==> src/rtl/mtp_prog_pkg.sv <==
package mtp_prog_pkg;

  typedef enum logic [4:0] {
    S_IDLE,
    S_ER_HV,
    S_ER_CE,
    S_ER_PULSE,
    S_ER_HOLD,
    S_ER_REC,
    S_BC_RD,
    S_PG_HV,
    S_PG_FETCH,
    S_PG_SETUP,
    S_PG_PULSE,
    S_PG_HOLD,
    S_PG_REC,
    S_VF_FETCH,
    S_VF_RD,
    S_PASS,
    S_FAIL
  } seq_state_e;

  function automatic int unsigned cyc_max(int unsigned a, int unsigned b);
    return (a > b) ? a : b;
  endfunction

  function automatic logic is_read(seq_state_e s);
    return (s == S_BC_RD) || (s == S_VF_RD);
  endfunction

  function automatic logic is_finished(seq_state_e s);
    return (s == S_PASS) || (s == S_FAIL);
  endfunction

  function automatic logic can_start(seq_state_e s);
    return (s == S_IDLE) || is_finished(s);
  endfunction

endpackage

==> src/rtl/mtp_phase_timer.sv <==
module mtp_phase_timer #(
  parameter int TMR_W = 8
) (
  input  logic             clk,
  input  logic             rst_n,
  input  logic             restart,
  input  logic [TMR_W-1:0] limit,
  output logic             expired
);

  logic [TMR_W-1:0] cnt_q;

  assign expired = (cnt_q == limit - 1'b1);

  always_ff @(posedge clk or negedge rst_n) begin
    if (!rst_n)       cnt_q <= '0;
    else if (restart) cnt_q <= '0;
    else if (!expired) cnt_q <= cnt_q + 1'b1;
  end


  expiry_hold_chk: assert property (@(posedge clk) disable iff (!rst_n)
    (expired && !restart) |=> expired);

endmodule

==> src/rtl/mtp_addr_walker.sv <==
module mtp_addr_walker #(
  parameter int ADDR_W = 4
) (
  input  logic              clk,
  input  logic              rst_n,
  input  logic              clear,
  input  logic              step,
  output logic [ADDR_W-1:0] addr,
  output logic              at_last
);

  logic [ADDR_W-1:0] addr_q;

  assign addr    = addr_q;
  assign at_last = (addr_q == {ADDR_W{1'b1}});

  always_ff @(posedge clk or negedge rst_n) begin
    if (!rst_n)     addr_q <= '0;
    else if (clear) addr_q <= '0;
    else if (step)  addr_q <= addr_q + 1'b1;
  end


  no_wrap_chk: assert property (@(posedge clk) disable iff (!rst_n)
    step |-> !at_last);


  step_by_one_chk: assert property (@(posedge clk) disable iff (!rst_n)
    (step && !clear) |=> (addr_q == $past(addr_q) + 1'b1));

endmodule

==> src/rtl/mtp_byte_checker.sv <==
module mtp_byte_checker #(
  parameter int ADDR_W = 4,
  parameter int DATA_W = 8
) (
  input  logic              clk,
  input  logic              rst_n,
  input  logic              clear,
  input  logic              sample,
  input  logic [ADDR_W-1:0] sample_addr,
  input  logic [DATA_W-1:0] got,
  input  logic [DATA_W-1:0] want,
  output logic              mismatch,
  output logic [ADDR_W-1:0] fail_addr
);

  logic [ADDR_W-1:0] fail_addr_q;

  assign mismatch  = sample && (got != want);
  assign fail_addr = fail_addr_q;

  always_ff @(posedge clk or negedge rst_n) begin
    if (!rst_n)        fail_addr_q <= '0;
    else if (clear)    fail_addr_q <= '0;
    else if (mismatch) fail_addr_q <= sample_addr;
  end


  capture_chk: assert property (@(posedge clk) disable iff (!rst_n)
    (mismatch && !clear) |=> (fail_addr_q == $past(sample_addr)));

endmodule

==> src/rtl/mtp_prog_seq.sv <==
module mtp_prog_seq
  import mtp_prog_pkg::*;
#(
  parameter int ADDR_W       = 4,
  parameter int DATA_W       = 8,
  parameter int HV_SETUP_CYC = 2,
  parameter int SETUP_CYC    = 2,
  parameter int HOLD_CYC     = 2,
  parameter int ERASE_CYC    = 200,
  parameter int PROG_CYC     = 10,
  parameter int RECOV_CYC    = 4,
  parameter int ACCESS_CYC   = 3
) (
  input  logic              clk,
  input  logic              rst_n,
  input  logic              start,
  output logic              src_req,
  output logic [ADDR_W-1:0] src_addr,
  input  logic              src_valid,
  input  logic [DATA_W-1:0] src_data,
  output logic [ADDR_W-1:0] mem_addr,
  output logic [DATA_W-1:0] mem_dout,
  output logic              mem_dq_oe,
  input  logic [DATA_W-1:0] mem_din,
  output logic              mem_ce_n,
  output logic              mem_oe_n,
  output logic              mem_we_n,
  output logic              hv_oe_req,
  output logic              hv_a9_req,
  output logic              done,
  output logic              pass,
  output logic              fail,
  output logic [ADDR_W-1:0] fail_addr
);

  localparam int unsigned LONGEST = cyc_max(
    cyc_max(cyc_max(ERASE_CYC, PROG_CYC), cyc_max(HV_SETUP_CYC, SETUP_CYC)),
    cyc_max(cyc_max(HOLD_CYC, RECOV_CYC), ACCESS_CYC));
  localparam int TMR_W = $clog2(LONGEST + 1);
  localparam logic [DATA_W-1:0] BLANK = {DATA_W{1'b1}};

  seq_state_e state_q, state_d;
  logic [DATA_W-1:0] wdata_q;
  logic [ADDR_W-1:0] addr;
  logic [TMR_W-1:0]  limit;
  logic tmr_exp, at_last, mismatch;
  logic step, walk_clr, latch, restart;
  logic flow_start, busy, rd_sample;

  function automatic logic [TMR_W-1:0] phase_len(seq_state_e s);
    case (s)
      S_ER_HV, S_PG_HV:       return TMR_W'(HV_SETUP_CYC);
      S_ER_CE, S_PG_SETUP:    return TMR_W'(SETUP_CYC);
      S_ER_PULSE:             return TMR_W'(ERASE_CYC);
      S_PG_PULSE:             return TMR_W'(PROG_CYC);
      S_ER_HOLD, S_PG_HOLD:   return TMR_W'(HOLD_CYC);
      S_ER_REC, S_PG_REC:     return TMR_W'(RECOV_CYC);
      S_BC_RD, S_VF_RD:       return TMR_W'(ACCESS_CYC);
      default:                return TMR_W'(1);
    endcase
  endfunction

  assign limit      = phase_len(state_q);
  assign flow_start = can_start(state_q) && start;
  assign busy       = !can_start(state_q);
  assign rd_sample  = is_read(state_q) && tmr_exp;
  assign restart    = (state_d != state_q) || step;

  always_comb begin
    state_d  = state_q;
    step     = 1'b0;
    walk_clr = 1'b0;
    latch    = 1'b0;
    case (state_q)
      S_IDLE, S_PASS, S_FAIL:
        if (start) begin
          state_d  = S_ER_HV;
          walk_clr = 1'b1;
        end
      S_ER_HV:    if (tmr_exp) state_d = S_ER_CE;
      S_ER_CE:    if (tmr_exp) state_d = S_ER_PULSE;
      S_ER_PULSE: if (tmr_exp) state_d = S_ER_HOLD;
      S_ER_HOLD:  if (tmr_exp) state_d = S_ER_REC;
      S_ER_REC:   if (tmr_exp) state_d = S_BC_RD;
      S_BC_RD:
        if (tmr_exp) begin
          if (mismatch) state_d = S_FAIL;
          else if (at_last) begin
            state_d  = S_PG_HV;
            walk_clr = 1'b1;
          end else step = 1'b1;
        end
      S_PG_HV:    if (tmr_exp) state_d = S_PG_FETCH;
      S_PG_FETCH:
        if (src_valid) begin
          latch   = 1'b1;
          state_d = S_PG_SETUP;
        end
      S_PG_SETUP: if (tmr_exp) state_d = S_PG_PULSE;
      S_PG_PULSE: if (tmr_exp) state_d = S_PG_HOLD;
      S_PG_HOLD:
        if (tmr_exp) begin
          if (at_last) begin
            state_d  = S_PG_REC;
            walk_clr = 1'b1;
          end else begin
            step    = 1'b1;
            state_d = S_PG_FETCH;
          end
        end
      S_PG_REC:   if (tmr_exp) state_d = S_VF_FETCH;
      S_VF_FETCH:
        if (src_valid) begin
          latch   = 1'b1;
          state_d = S_VF_RD;
        end
      S_VF_RD:
        if (tmr_exp) begin
          if (mismatch)     state_d = S_FAIL;
          else if (at_last) state_d = S_PASS;
          else begin
            step    = 1'b1;
            state_d = S_VF_FETCH;
          end
        end
      default: state_d = S_IDLE;
    endcase
  end

  always_ff @(posedge clk or negedge rst_n) begin
    if (!rst_n) begin
      state_q <= S_IDLE;
      wdata_q <= '0;
    end else begin
      state_q <= state_d;
      if (latch) wdata_q <= src_data;
    end
  end

  mtp_phase_timer #(.TMR_W(TMR_W)) u_timer (
    .clk(clk), .rst_n(rst_n), .restart(restart), .limit(limit), .expired(tmr_exp)
  );

  mtp_addr_walker #(.ADDR_W(ADDR_W)) u_walker (
    .clk(clk), .rst_n(rst_n), .clear(walk_clr), .step(step),
    .addr(addr), .at_last(at_last)
  );

  mtp_byte_checker #(.ADDR_W(ADDR_W), .DATA_W(DATA_W)) u_check (
    .clk(clk), .rst_n(rst_n), .clear(flow_start), .sample(rd_sample),
    .sample_addr(addr), .got(mem_din),
    .want((state_q == S_BC_RD) ? BLANK : wdata_q),
    .mismatch(mismatch), .fail_addr(fail_addr)
  );

  // Strobe and flag decode, all from the registered state.
  always_comb begin
    mem_ce_n  = 1'b1;
    mem_oe_n  = 1'b1;
    mem_we_n  = 1'b1;
    hv_oe_req = 1'b0;
    hv_a9_req = 1'b0;
    mem_dq_oe = 1'b0;
    case (state_q)
      S_ER_HV:    begin hv_oe_req = 1'b1; hv_a9_req = 1'b1; end
      S_ER_CE, S_ER_HOLD: begin
        hv_oe_req = 1'b1; hv_a9_req = 1'b1; mem_ce_n = 1'b0;
      end
      S_ER_PULSE: begin
        hv_oe_req = 1'b1; hv_a9_req = 1'b1; mem_ce_n = 1'b0; mem_we_n = 1'b0;
      end
      S_PG_HV, S_PG_FETCH: hv_oe_req = 1'b1;
      S_PG_SETUP, S_PG_HOLD: begin
        hv_oe_req = 1'b1; mem_ce_n = 1'b0; mem_dq_oe = 1'b1;
      end
      S_PG_PULSE: begin
        hv_oe_req = 1'b1; mem_ce_n = 1'b0; mem_dq_oe = 1'b1; mem_we_n = 1'b0;
      end
      S_BC_RD, S_VF_RD: begin mem_ce_n = 1'b0; mem_oe_n = 1'b0; end
      default: ;
    endcase
  end

  assign mem_addr = addr;
  assign mem_dout = wdata_q;
  assign src_req  = (state_q == S_PG_FETCH) || (state_q == S_VF_FETCH);
  assign src_addr = addr;
  assign done     = is_finished(state_q);
  assign pass     = (state_q == S_PASS);
  assign fail     = (state_q == S_FAIL);


  erase_strobe_chk: assert property (@(posedge clk) disable iff (!rst_n)
    (hv_a9_req && !mem_we_n) |-> (hv_oe_req && !mem_ce_n));


  hv_lead_chk: assert property (@(posedge clk) disable iff (!rst_n)
    ($fell(mem_ce_n) && hv_oe_req) |-> $past(hv_oe_req));


  we_low_stable_chk: assert property (@(posedge clk) disable iff (!rst_n)
    !mem_we_n |-> ($stable(mem_addr) && $stable(mem_dout)));


  we_rise_hold_chk: assert property (@(posedge clk) disable iff (!rst_n)
    $rose(mem_we_n) |-> ($stable(mem_addr) && $stable(mem_dout) && !mem_ce_n));


  read_hv_off_chk: assert property (@(posedge clk) disable iff (!rst_n)
    !mem_oe_n |-> (!hv_oe_req && !hv_a9_req && !mem_ce_n));


  busy_start_chk: assert property (@(posedge clk) disable iff (!rst_n)
    (busy && start) |=> !$rose(hv_a9_req));


  verdict_hold_chk: assert property (@(posedge clk) disable iff (!rst_n)
    (done && !start) |=> (done && $stable(pass) && $stable(fail)));


  verdict_onehot_chk: assert property (@(posedge clk) disable iff (!rst_n)
    done |-> $onehot({pass, fail}));


  fail_addr_hold_chk: assert property (@(posedge clk) disable iff (!rst_n)
    (fail && !start) |=> $stable(fail_addr));

endmodule

==> config.mk <==
export PLATFORM = sky130hd
export DESIGN_NAME = mtp_prog_seq
export DESIGN_NICKNAME = d
export VERILOG_FILES = /design/src/rtl/mtp_prog_pkg.sv /design/src/rtl/mtp_phase_timer.sv /design/src/rtl/mtp_addr_walker.sv /design/src/rtl/mtp_byte_checker.sv /design/src/rtl/mtp_prog_seq.sv
export SDC_FILE = /design/constraint.sdc
export NUM_CORES = 1
export LEC_CHECK = 0
export BUFFER_PORTS_ARGS = -buffer_cell sky130_fd_sc_hd__buf_2
export CAP_MARGIN = 40
export CORE_MARGIN = 4
export CORE_UTILIZATION = 57
export DETAILED_ROUTE_END_ITERATION = 6
export PLACE_DENSITY = 0.9
export SYNTH_ARGS = -nofsm -noshare
export SYNTH_HDL_FRONTEND = slang
export SYNTH_SLANG_ARGS = --single-unit
export TNS_END_PERCENT = 20
==> constraint.sdc <==
create_clock -name clk -period 9.4 [get_ports clk]
set_input_delay 0 -clock clk [delete_from_list [all_inputs] [get_ports clk]]
set_output_delay 0 -clock clk [all_outputs]
set_load 0.01 [all_outputs]
# ---- Word level (Yosys, flattened, before mapping)
# Memory sizes are Yosys's and may differ from the RTL's.
# Index checks and enable logic that the tools add are counted.
dict set report totals {
  regBits 29
  romBits 96
  in_bits 20
  wordCells 97
  memories 1
}
# name words word_bits read_ports rd_clocked_by_memory_dff wr line
set mem_list {}
lappend mem_list {{(no name shown)} 16 6 1 0 0 mtp_prog_seq.sv:51} ;# case (s)
dict set report op_classes {
  addsub 3
  eq_ne 21
  muxes 48
  n_reduce_logical 19
}
# op count
set op_table {}
lappend op_table {{two-way mux 5 bit} 18}
lappend op_table {{case mux 5 bit (15 select lines)} 1}
lappend op_table {{equality test 5 x 4 -> 1 bit, second input constant} 8}
lappend op_table {{two-way mux 8 bit} 4}
lappend op_table {{equality test 5 x 3 -> 1 bit, second input constant} 4}
lappend op_table {{two-way mux 1 bit} 17}
lappend op_table {{two-way mux 4 bit} 4}
lappend op_table {{equality test 5 x 2 -> 1 bit, second input constant} 2}
lappend op_table {{OR reduction 9 bit} 1}
lappend op_table {{adder 8 x 1 -> 8 bit, second input constant} 1}
lappend op_table {{equality test 8 bit} 1}
lappend op_table {{inequality test 8 bit} 1}
lappend op_table {{OR reduction 8 bit} 1}
lappend op_table {{subtractor 8 x 1 -> 8 bit, second input constant} 1}
lappend op_table {{OR reduction 2 bit} 3}
lappend op_table {{OR reduction 3 bit} 2}
lappend op_table {{equality test 5 x 1 -> 1 bit, second input constant} 1}
lappend op_table {{equality test 5 bit, second input constant} 1}
lappend op_table {{zero test 5 bit} 1}
lappend op_table {{logical OR 1 bit} 5}
lappend op_table {{inequality test 5 bit} 1}
lappend op_table {{adder 4 x 1 -> 4 bit, second input constant} 1}
lappend op_table {{equality test 4 bit, second input constant} 1}
lappend op_table {{nonzero test 2 bit} 2}
lappend op_table {{7 further kinds} 9}

# ---- Depth between registers and ports, before layout
# Gate-level depths: netlist of run 1.
# An unclocked memory read counts as a cell.
dict set report depth {
  ltp_word 12
  mapped_depth 14
}

# ---- Cells and area by module
# Synthesis of run 1 repeated with hierarchy kept, for this count alone.
dict set report hier_totals {
  cells_unflattened 304
  hier_area_um2 2671.3
}
# mod n_inst cells_each area_per_inst_um2 seq_area_each_um2
set by_module_without_submodules {}
lappend by_module_without_submodules {mtp_prog_seq 1 184 1515.2 325.3}
lappend by_module_without_submodules {mtp_phase_timer 1 76 673.1 200.2}
lappend by_module_without_submodules {mtp_byte_checker 1 27 284.0 100.1}
lappend by_module_without_submodules {mtp_addr_walker 1 17 198.9 100.1}

# ---- Least setup slack after synthesis of run 1
# Ideal clock, no wire load.
dict set report synth_path {
  kind {flip-flop to flip-flop}
  from {register state_q[0]}
  to {register u_walker.addr_q[2], in the netlist u_walker.addr[2]}
  setup_ps 77
  t_arrival_ps 3266
  required_ps 9323
  slack_ps 6057
  stages_incl_launch_ff 15
  period_less_slack_ps 3343
  cell_sequence {dfrtp_1 > inv_1 > ha_1 > buf_2 > nand2b_1 > a31oi_1 > inv_1 > ha_1 > xor2_1 > nand4_2 > nor4_4 > buf_6 > nand2_4 > or4_1 > a21oi_1}
}
dict set report synth_via {
  elab_chain_cells 10
  word_cells_on_any_way 27
  cone_classes {add/sub (1); eq/ne (7); mux (11); reduce/logical (7); memory (1)}
}
# element line
set synth_lines {}
lappend synth_lines {{start, declared} mtp_prog_seq.sv:42} ;# seq_state_e state_q, state_d;
lappend synth_lines {{start signal, assigned} mtp_prog_seq.sv:135} ;# state_q <= state_d;
lappend synth_lines {{memory read (16 x 6 bit)} --}
lappend synth_lines {{two-way mux 8 bit} mtp_prog_seq.sv:51}
lappend synth_lines {{subtractor 8 x 1 -> 8 bit} mtp_phase_timer.sv:13} ;# assign expired = (cnt_q == limit - 1'b1);
lappend synth_lines {{equality test 8 bit} mtp_phase_timer.sv:13}
lappend synth_lines {{logical AND 1 bit} mtp_prog_seq.sv:66} ;# assign rd_sample = is_read(state_q) && tmr_exp;
lappend synth_lines {{logical AND 1 bit} mtp_byte_checker.sv:18} ;# assign mismatch = sample && (got != want);
lappend synth_lines {{two-way mux 1 bit (on tied branches)} {mtp_prog_seq.sv:87, mtp_prog_seq.sv:119}}
lappend synth_lines {{two-way mux 1 bit (on tied branches)} {mtp_prog_seq.sv:86, mtp_prog_seq.sv:118}}
lappend synth_lines {{case mux 1 bit (3 select lines) or case mux 1 bit (2 select lines) (tied branches)} mtp_prog_seq.sv:74} ;# case (state_q)
lappend synth_lines {{two-way mux 4 bit or nonzero test 2 bit (tied branches)} --}
lappend synth_lines {{end signal, assigned} mtp_addr_walker.sv:20} ;# else if (step) addr_q <= addr_q + 1'b1;
lappend synth_lines {{end, declared} mtp_addr_walker.sv:12} ;# logic [ADDR_W-1:0] addr_q;
# Several ways; a longest one is shown, not always the timed one.
# A chain may end at the register's enable or synchronous reset.

# ---- Worst setup path in the final report of run 1
dict set report layout_path {
  from {register state_q[0]}
  to {register u_timer.cnt_q[0]}
}
dict set report layout_via {
  elab_chain_cells 12
  word_cells_on_any_way 55
  cone_classes {add/sub (1); eq/ne (20); mux (26); reduce/logical (7); memory (1)}
}
# element line
set layout_lines {}
lappend layout_lines {{memory read (16 x 6 bit)} --}
lappend layout_lines {{two-way mux 8 bit} mtp_prog_seq.sv:51}
lappend layout_lines {{subtractor 8 x 1 -> 8 bit} mtp_phase_timer.sv:13}
lappend layout_lines {{equality test 8 bit} mtp_phase_timer.sv:13}
lappend layout_lines {{logical AND 1 bit} mtp_prog_seq.sv:66}
lappend layout_lines {{logical AND 1 bit} mtp_byte_checker.sv:18}
lappend layout_lines {{two-way mux 5 bit (on tied branches)} {mtp_prog_seq.sv:119, mtp_prog_seq.sv:87}}
lappend layout_lines {{two-way mux 5 bit (on tied branches)} {mtp_prog_seq.sv:118, mtp_prog_seq.sv:86}}
lappend layout_lines {{case mux 5 bit (15 select lines)} mtp_prog_seq.sv:74}
lappend layout_lines {{inequality test 5 bit} mtp_prog_seq.sv:67} ;# assign restart = (state_d != state_q) || step;
lappend layout_lines {{logical OR 1 bit} mtp_prog_seq.sv:67}
lappend layout_lines {{inequality test 2 x 1 -> 1 bit (no source line) or two-way mux 8 bit (tied branches)} --}
lappend layout_lines {{end signal, assigned} mtp_phase_timer.sv:18} ;# else if (!expired) cnt_q <= cnt_q + 1'b1;
lappend layout_lines {{end, declared} mtp_phase_timer.sv:11} ;# logic [TMR_W-1:0] cnt_q;
# Several ways; a longest one is shown, not always the timed one.

==> results of run 1 <==
==> final cells by class <==
| class | count | area (um2) | share of cell area [%] |
|---|---|---|---|
| Clock inverter | 1 | 30.03 | 1.002 |
| Clock buffer | 7 | 86.33 | 2.881 |
| Timing Repair Buffer | 58 | 335.3 | 11.19 |
| Tap cell | 52 | 65.06 | 2.171 |
| Inverter | 13 | 48.80 | 1.628 |
| Sequential cell | 29 | 725.7 | 24.22 |
| Multi-Input combinational cell | 251 | 1705 | 56.91 |
==> kinds of logic (layout without fill, tap and decap cells) <==
logic type | after synthesis | count (layout) | synth area share (%)
buffers and inverters | 35 | 79 | 7.034
xor gates and xnor gates | 11 | 11 | 3.684
DFF | 29 | 29 | 27.75
and+or+nand+nor | 123 | 123 | 26.65
adders and majority gates | 9 | 9 | 4.306
muxes | 16 | 16 | 6.603
AOI/OAI and AO/OA | 92 | 92 | 23.97
==> synth_stat cells, types with 8 or more instances <==
master     n
a21oi_1   20
dfrtp_1   29
ha_1       9
inv_1     13
mux2_2    10
nand2_1   22
nand2b_1   8
nand3_1   11
nor2_1    23
nor3_1    19
o21ai_0   18
==> per-layer routing <==
metal / share of wire (%) / up-vias / wire, um / track usage, %
met3: 6.8 / 26 / 486 / 6.464
met4: 3.0 / 0 / 212 / 11.26
met1: 41 / 1268 / 2926 / 34.42
li1: - / 1250 / - / -
met5: 0 / - / 0 / 0
met2: 49 / 142 / 3484 / 43.43
==> worst reg2reg max path: cells and delay by family, from the launching register on <==
family          cells  cell delay (ns)
buf+inv             2             0.30
compound gates      3             1.09
simple gates        4             1.13
fa+ha+maj           2             0.67
flops               1             0.55
xor+xnor            1             0.18
==> power groups by stage <==
stage	logic, uW	registers, uW	clock network (uW)
after floorplan	234	154	0
after global placement	277	158	0
after global routing	329	159	143
final	298	158	135
after detailed placement	290	159	0
after CTS	294	157	138
==> final timing paths <==
kind / endpoint / slack, ns
worst max-delay path: u_timer.cnt_q[0]$_DFFE_PN0P_ / 5.33
worst min-delay path: state_q[4]$_DFF_PN0_ / 0.02
worst max register to register: u_timer.cnt_q[0]$_DFFE_PN0P_ / 5.33
worst min register to register: u_check.fail_addr[3]$_DFFE_PN0P_ / 0.53
max in group asynchronous: mem_dout[2]$_DFFE_PN0P_ / 8.67
min in group asynchronous: state_q[2]$_DFF_PN0_ / 0.29
==> flip-flops by register name, summed over array words and instances (netlist names) <==
signal	cells
u_walker.addr	4
state_q	5
u_check.fail_addr	4
mem_dout	8
u_timer.cnt_q	8
==> through the flow <==
stage | worst slack [ns] | power, uW | hold WS, ns
floorplan | 6.057 | 388.2 | -0.2956
global placement | 5.611 | 434.6 | 0.07719
detailed placement | 5.358 | 449.3 | 0.07543
CTS | 5.378 | 588.7 | 0.01161
global route | 5.031 | 630.9 | 0.04034
finish | 5.333 | 592.2 | 0.02481
==> layout by cell type, fill, tap and decap left out, types with 6 or more instances in the layout <==
cell,n
nor3_1,19
buf_2,49
nand3_1,11
xnor2_1,7
dlygate4sd3_1,9
mux2i_1,6
clkbuf_8,6
nand2b_1,8
nand2_1,22
o21ai_0,18
a211oi_1,7
a21oi_1,20
mux2_2,10
inv_1,13
ha_1,9
nor2_1,23
dfrtp_1,29
==> repair_timing <==
action | CTS | global route
setup endpoints to repair | 0 | 0
endpoints found under the hold margin | 37 | 0
hold buffers | 9 | 0
==> out/results.tsv, run 1 <==
metric	value	unit
status	complete, no violations	
hpwl	4996	um
path_class	reg2reg	
grt_overflow	0	
grt_pass1_vias	2584	
power_density	197.6	nW/um2
clkSlewWorstSetupHoldPaths	0.07	ns
wl_per_cell	17.30	um
hold_start	start	
cts_buffer_depth	2	
crit_cells	12	
dr.pass1.iters	5	
design_area	2997	um2
drt_iter0_markers	367	
slew-limit-headroom	41.44	%
yosysUniqueCellTypes	61	
post-route-util	68.35	%
fmax	245.9	MHz
pwr-share-clk	22.9	%
min_period	4.067	ns
gp_congestion	0.9908	
numCtsBuffers	5	
fp.dieW	75.73	um
seq_area_frac_synth	27.75	%
antenna_found_initial	0	
crit_family	simple AND/OR/NAND/NOR gates	
synth-async-reset-ratio	100.0	%
internal_power	339.0	uW
final-hold-violation-count	0	
syn_area	2615	um2
synth-edff-count	0	
fp-row-count	24	
route.detailed.drc	0	
pwr-share-seq	26.7	%
cts_sinks	29	
avgSynthCellArea	8.302	um2
setup_tns	0	ns
synth_top_area_share	27.75	%
area_delta_synth_final	14.59	%
crit_buf_inv	2	
cts_setup_buffers	0	
yosys_warnings	0	
dp_cells	394	
maxCapViolCount	0	
critical_path.startpoint	state_q[0]$_DFF_PN0_	
cts_htree_levels	2	
grt_max_degree	32	
rsz0062_at_grt	no	
pwr-share-comb	50.4	%
clock_latency	0.28	ns
die_area	5735	um2
synth_area_leaders	dfrtp_1 28%, ha_1 4.3%, mux2_2 4.3%	
netSwitchingPower	253.2	uW
core-area	4384	um2
critPathCaptureType	flip-flop	
fillCellCount	347	
synth-main-ff-cell	dfrtp_1	
slowest_stage	nor4_4	
io_buffers	49	
vias	2686	
start_kind	flip-flop	
place_area	2790	um2
crit_chain	inv_1 -> ha_1 -> nand2b_1 -> a31oi_1 -> inv_1 -> ha_1 -> xor2_1 -> nand4_2 -> nor4_4 -> a31oi_1 -> o21ai_1 -> nor3_1	
totalWireLength	7110	um
ys_ff_latch	29	
fp.dieH	75.73	um
cts_resized	0	
slew_viol_final	0	
fin_crit_sh	43.26	%
antenna_cells	0	
ir_worst_vdd	100.3	uV
pin_count	50	
r2r_cells	12	
reg2reg_from	state_q[0]$_DFF_PN0_	
netlist_instances	315	
grt_pass1_wl	11950	um
p_leak	0.001384	uW
cp.arrival	4.20	ns
worst_pin_slew	0.8783	ns
hold_path_class	in2reg	
fin_cells	411	
p_sw_share	42.75	%
cts_tree	yes	
post-synth-top-area-cell	dfrtp_1	
ant_nets	0	
syn_nets	344	
via_per_inst	6.535	
initial_core_util	59.65	%
worst_clock_skew	0.003511	ns
setup_violations	0	
clockRootBuffer	clkbuf_8	
cp_max_fo	12	
layout-drive-gt1-share	21.73	%
holdPathStages	2	
cp.required	9.54	ns
fin_nets	387	
cpPeakStageDelay	0.65	ns
grt_util_all_layers	26.90	%
(Power assumes the default switching activity.)
==> run 2, diff against run 1 <==
- ABC_AREA: default -> 1
- CORE_UTILIZATION: 57 -> 50
- PLACE_DENSITY: 0.9 -> 0.85
- clock period: 9.4 -> 3.3 ns (I/O delays scaled with it)
==> out/results.tsv, run 2 <==
metric	value	unit
status	complete, no violations	
total_power	1744	uW
avgSynthCellArea	6.912	um2
fin_ws	0.1293	ns
area_delta_synth_final	25.23	%
min_period	3.171	ns
syn_area	2440	um2
regToRegEndpoint	u_timer.cnt_q[3]$_DFFE_PN0P_	
fp.dieW	77.86	um
path_common_cell	nand2_1	
grt_pass1_wl	11100	um
cts_htree_levels	2	
setup_violations	0	
grtUsageMet1	27.84	%
multi_input_area	1509	um2
worst_pin_slew	0.6387	ns
cts_sinks	29	
start_kind	flip-flop	
fp-row-count	25	
wl_per_cell	14.10	um
ant_nets	0	
grt_util_all_layers	22.63	%
hpwl	4967	um
cp.arrival	3.39	ns
die_area	6061	um2
clock_latency	0.28	ns
via_per_inst	5.307	
slowest_stage	dfrtp_1	
power_density	570.7	nW/um2
numCtsBuffers	5	
ys_ff_latch	29	
seqCellArea	726.9	um2
place_area	2750	um2
syn_nets	382	
holdPathStages	4	
fp.dieH	77.86	um
vias	2611	
final_cell_mix	83 x nand2_1, 49 x buf_2, 43 x nor2_1	
gp_congestion	0.9630	
totalWireLength	6938	um
p_leak	0.001635	uW
io_buffers	49	
slew-limit-headroom	57.42	%
fin_nets	453	
pre_cts_ws	-0.08032	ns
synth_area_leaders	dfrtp_1 30%, nand2_1 13%, nor2_1 6.8%	
grt_overflow	0	
fin_crit_sh	96.08	%
cpPeakStageDelay	0.39	ns
reg2reg_from	state_q[0]$_DFF_PN0_	
antenna_cells	0	
core-area	4723	um2
clkSlewWorstSetupHoldPaths	0.07	ns
crit_family	simple AND/OR/NAND/NOR gates	
cts_buffer_depth	2	
ir_worst_vdd	418.3	uV
netlist_instances	353	
synth-edff-count	0	
slew_viol_final	0	
crit_buf_inv	2	
crit_chain	buf_4 -> ha_1 -> nand2_1 -> o21ai_1 -> nand2_1 -> nand3_2 -> ha_4 -> xor2_1 -> nand3_1 -> nor2_1 -> nand3_2 -> nor2_4 -> nand2_4 -> nand2_1 -> nand3_1 -> nand2_1 -> nand3_1 -> nand2_1 -> inv_1 -> nor2_4 -> nand3_4 -> nor2_2	
post-route-util	64.69	%
synth-async-reset-ratio	100.0	%
cp_max_fo	12	
design_area	3055	um2
layout-drive-gt1-share	29.18	%
yosys_warnings	0	
worst_clock_skew	0.008274	ns
critPathCaptureType	flip-flop	
maxCapViolCount	0	
cts_tree	yes	
synth_top_area_share	29.74	%
grt-busiest-layer	met2	
hold_path_class	in2reg	
grt_max_degree	30	
final_common_cell	nand2_1	
pin_count	50	
drt_iter0_markers	207	
ys_top_cells_by_count	84 x nand2_1, 44 x nor2_1, 40 x inv_1	
initial_core_util	51.66	%
grt_pass1_vias	2497	
setup_tns	0	ns
use_met3	5.336	%
cp.required	3.52	ns
synth-main-ff-cell	dfrtp_1	
yosysUniqueCellTypes	39	
hold_end	state_q[4]$_DFF_PN0_	
antenna_found_initial	0	
r2r_cells	22	
post-synth-top-area-cell	dfrtp_1	
route.detailed.drc	0	
fmax	315.4	MHz
grt_use_met2	37.16	%
r2r_slack	0.13	ns
fillCellCount	397	
final-hold-violation-count	0	
post-synth-top-count-cell	nand2_1	
dr.pass1.iters	5	
path_class	reg2reg	
seq_area_frac_synth	29.74	%
hold_start	start	
clockRootBuffer	clkbuf_8	
==> run 2: changes by cell type in the layout (fill, tap and decap cells not counted), sizes merged, moves of 8 or more <==
| cell | change |
|---|---|
| buf | +15 |
| inv | +32 |
| nand2 | +69 |
| nand2b | -8 |
| nand3 | +23 |
| nor2 | +37 |
| nor3 | -14 |
==> run 2: what timing repair did <==
action | CTS | global route
endpoints found under the setup margin | 9 | 12
setup buffers | 0 | 7
pin swaps | 0 | 7
gates resized for setup | 1 | 17
endpoints found under the hold margin | 37 | 0
hold buffers | 9 | 0
==> run 2: final cells by class <==
| class | instances | share of cell area [%] |
|---|---|---|
| Clock buffer | 5 | 2.252 |
| Clock inverter | 3 | 0.5733 |
| Multi-Input combinational cell | 267 | 49.39 |
| Sequential cell | 29 | 23.79 |
| Tap cell | 67 | 2.744 |
| Timing Repair Buffer | 73 | 15.19 |
| Inverter | 48 | 6.061 |
==> run 2: how the worst max path moves through the flow <==
stage	start	endpoint	slack [ns]	cells after the start
3_3_place_gp	state_q[1]$_DFF_PN0_	u_timer.cnt_q[7]$_DFFE_PN0P_	0.07	21
4_1_cts	state_q[1]$_DFF_PN0_	u_timer.cnt_q[6]$_DFFE_PN0P_	0.01	21
6_report	state_q[0]$_DFF_PN0_	u_timer.cnt_q[3]$_DFFE_PN0P_	0.13	22
2_1_floorplan	state_q[0]$_DFF_PN0_	u_timer.cnt_q[1]$_DFFE_PN0P_	0.33	21
5_1_grt	state_q[1]$_DFF_PN0_	u_timer.cnt_q[3]$_DFFE_PN0P_	-0.11	22
3_5_place_dp	state_q[1]$_DFF_PN0_	u_timer.cnt_q[6]$_DFFE_PN0P_	-0.08	22
==> run 2: metrics by stage <==
| step | hold slack [ns] | cells |
|---|---|---|
| after floorplan | -0.2956 | 353 |
| after global placement | 0.05376 | 468 |
| after detailed placement | 0.05694 | 468 |
| after CTS | 0.06511 | 485 |
| after global routing | 0.1025 | 492 |
| final | 0.08170 | 492 |
==> run 2: cell families after synthesis <==
family	Yosys count	share of synthesized area (%)
simple gates	204	40.31
buf+inv	57	10.62
compound gates	42	10.00
flops	29	29.74
fa+ha+maj	9	4.615
xor+xnor	7	2.513
mux	5	2.205
==> run 2: worst min-delay path: cells and delay by family <==
kind,cells,cell delay [ns]
buf+inv,2,0.16
simple gates,2,0.15
==> run 2: power by group <==
group	internal, uW	switching (uW)
combinational	395	621
clock	145	142
sequential	400	41.3
total	940	804
==> run 2: per-layer routing <==
layer	vias to the layer above	routed length, um
met3	28	482
met4	0	229
li1	1272	-
met5	-	0
met1	1187	2881
met2	124	3345
==> run 3, diff against run 2 <==
- CORE_UTILIZATION: 50 -> 56
- PLACE_DENSITY: 0.85 -> 0.89
- clock period: 3.3 -> 3.5 ns (I/O delays scaled with it)
==> out/results.tsv, run 3 (synthesis results as in run 2) <==
metric	value	unit
drt_iter0_markers	204	
fillCellCount	349	
fp.dieH	74.01	um
slowest_stage	dfrtp_1	
fin_crit_sh	90.81	%
total_power	1544	uW
grt_overflow	0	
fin_nets	443	
cp.required	3.66	ns
p_leak	0.001559	uW
core-area	4115	um2
worst_clock_skew	0.006975	ns
cts_tree	yes	
totalWireLength	6469	um
setup_violations	0	
crit_family	simple AND/OR/NAND/NOR gates	
path_class	reg2reg	
initial_core_util	59.29	%
antenna_cells	0	
layout-drive-gt1-share	25.67	%
start_kind	flip-flop	
rsz0062_at_grt	no	
crit_buf_inv	4	
antenna_found_initial	0	
min_period	3.178	ns
numCtsBuffers	5	
area_delta_synth_final	18.51	%
grt_use_met2	44.00	%
power_density	534.1	nW/um2
grt_pass1_vias	2498	
cpPeakStageDelay	0.39	ns
maxCapViolCount	0	
critPathCaptureType	flip-flop	
clock_latency	0.28	ns
fp.dieW	74.01	um
grt-busiest-layer	met2	
via_per_inst	5.430	
wl_per_cell	13.97	um
vias	2514	
final-hold-violation-count	0	
design_area	2892	um2
cp_max_fo	8	
grt_max_degree	30	
cts_sinks	29	
ir_worst_vdd	344.8	uV
grt_util_all_layers	25.91	%
io_buffers	49	
pin_count	50	
grtUsageMet1	30.92	%
dr.pass1.iters	5	
clockRootBuffer	clkbuf_8	
fp-row-count	23	
worst_pin_slew	0.6697	ns
grt_pass1_wl	11000	um
use_met3	4.865	%
cts_htree_levels	2	
cts_buffer_depth	2	
slew-limit-headroom	55.36	%
hold_path_class	in2reg	
gp_congestion	0.9610	
cts_setup_buffers	0	
cp.arrival	3.34	ns
clkSlewWorstSetupHoldPaths	0.06	ns
slew_viol_final	0	
hpwl	4784	um
path_common_cell	nand2_1	
setup_tns	0	ns
final_cell_mix	84 x nand2_1, 49 x buf_2, 44 x nor2_1	
status	complete, no violations	
route.detailed.drc	0	
crit_chain	inv_2 -> ha_1 -> nand3_1 -> nand3_2 -> inv_1 -> ha_1 -> xor2_1 -> nand3_1 -> nor2_1 -> nand3_1 -> nor2_4 -> nand2_2 -> inv_1 -> nand2_1 -> nand3_1 -> nand2_1 -> nand2_1 -> nand2_1 -> nand2_1 -> clkinv_1 -> nand3_4 -> nor2_2	
place_area	2706	um2
die_area	5477	um2
ant_nets	0	
fmax	314.6	MHz
final_common_cell	nand2_1	
==> run 3: changes by cell type in the layout (fill, tap and decap cells not counted), moves of 2 or more <==
cell / before / now
buf_4: 13 / 5
nand3_1: 26 / 30
nand3_2: 6 / 2
nor2_2: 12 / 10
==> run 3: power by group <==
| part | leakage [uW] | switching, uW | internal (uW) |
|---|---|---|---|
| Sequential | 0.000373 | 37.4 | 377 |
| Clock | 0.0000399 | 124 | 130 |
| Combinational | 0.00115 | 557 | 318 |
| Total | 0.00156 | 718 | 826 |
==> run 3: area by class of cell <==
cell class | count | area, um2 | share of cell area, %
Multi-Input combinational cell | 267 | 1471 | 50.89
Sequential cell | 29 | 728.2 | 25.18
Timing Repair Buffer | 63 | 372.9 | 12.89
Inverter | 48 | 182.7 | 6.318
Clock buffer | 5 | 68.82 | 2.380
Tap cell | 50 | 62.56 | 2.164
Clock inverter | 1 | 5.005 | 0.1731
==> run 3: worst paths after layout <==
| check | startpoint | end | slack, ns | cells after the start |
|---|---|---|---|---|
| worst max-delay path | state_q[0]$_DFF_PN0_ | u_timer.cnt_q[0]$_DFFE_PN0P_ | 0.32 | 22 |
| worst min-delay path | start | state_q[4]$_DFF_PN0_ | 0.07 | 4 |
| worst max register to register | state_q[0]$_DFF_PN0_ | u_timer.cnt_q[0]$_DFFE_PN0P_ | 0.32 | 22 |
| worst min register to register | u_check.fail_addr[2]$_DFFE_PN0P_ | u_check.fail_addr[2]$_DFFE_PN0P_ | 0.55 | 2 |
| max in group asynchronous | rst_n | state_q[2]$_DFF_PN0_ | 2.75 | 2 |
| min in group asynchronous | rst_n | state_q[1]$_DFF_PN0_ | 0.28 | 2 |
==> run 3: metal layers <==
metal | routed length (um) | vias up | share of wire, %
li1 | - | 1246 | -
met1 | 2598 | 1133 | 40
met2 | 3144 | 108 | 49
met3 | 445 | 27 | 6.9
met4 | 280 | 0 | 4.3
met5 | 0 | - | 0
==> run 3: tightest hold or removal path: cells and delay by family <==
kind	cells	cell delay (ns)
buf+inv	2	0.16
simple gates	2	0.14
==> run 3: stage by stage <==
step | setup slack [ns] | hold WS, ns | util, % | std cells
after floorplan | 0.5262 | -0.2956 | - | 353
after global placement | 0.2967 | 0.07565 | 65.76 | 448
after detailed placement | 0.1866 | 0.07770 | 65.76 | 448
after CTS | 0.1508 | 0.06742 | 69.75 | 463
after global routing | 0.0009914 | 0.1041 | 70.26 | 463
final | 0.3216 | 0.06873 | 70.26 | 463
==> run 3: timing repair <==
| item | 4_1_cts | 5_1_grt |
|---|---|---|
| gates resized for setup | 0 | 8 |
| endpoints found under the hold margin | 37 | 0 |
| hold buffers | 9 | 0 |
| endpoints found under the setup margin | 0 | 8 |
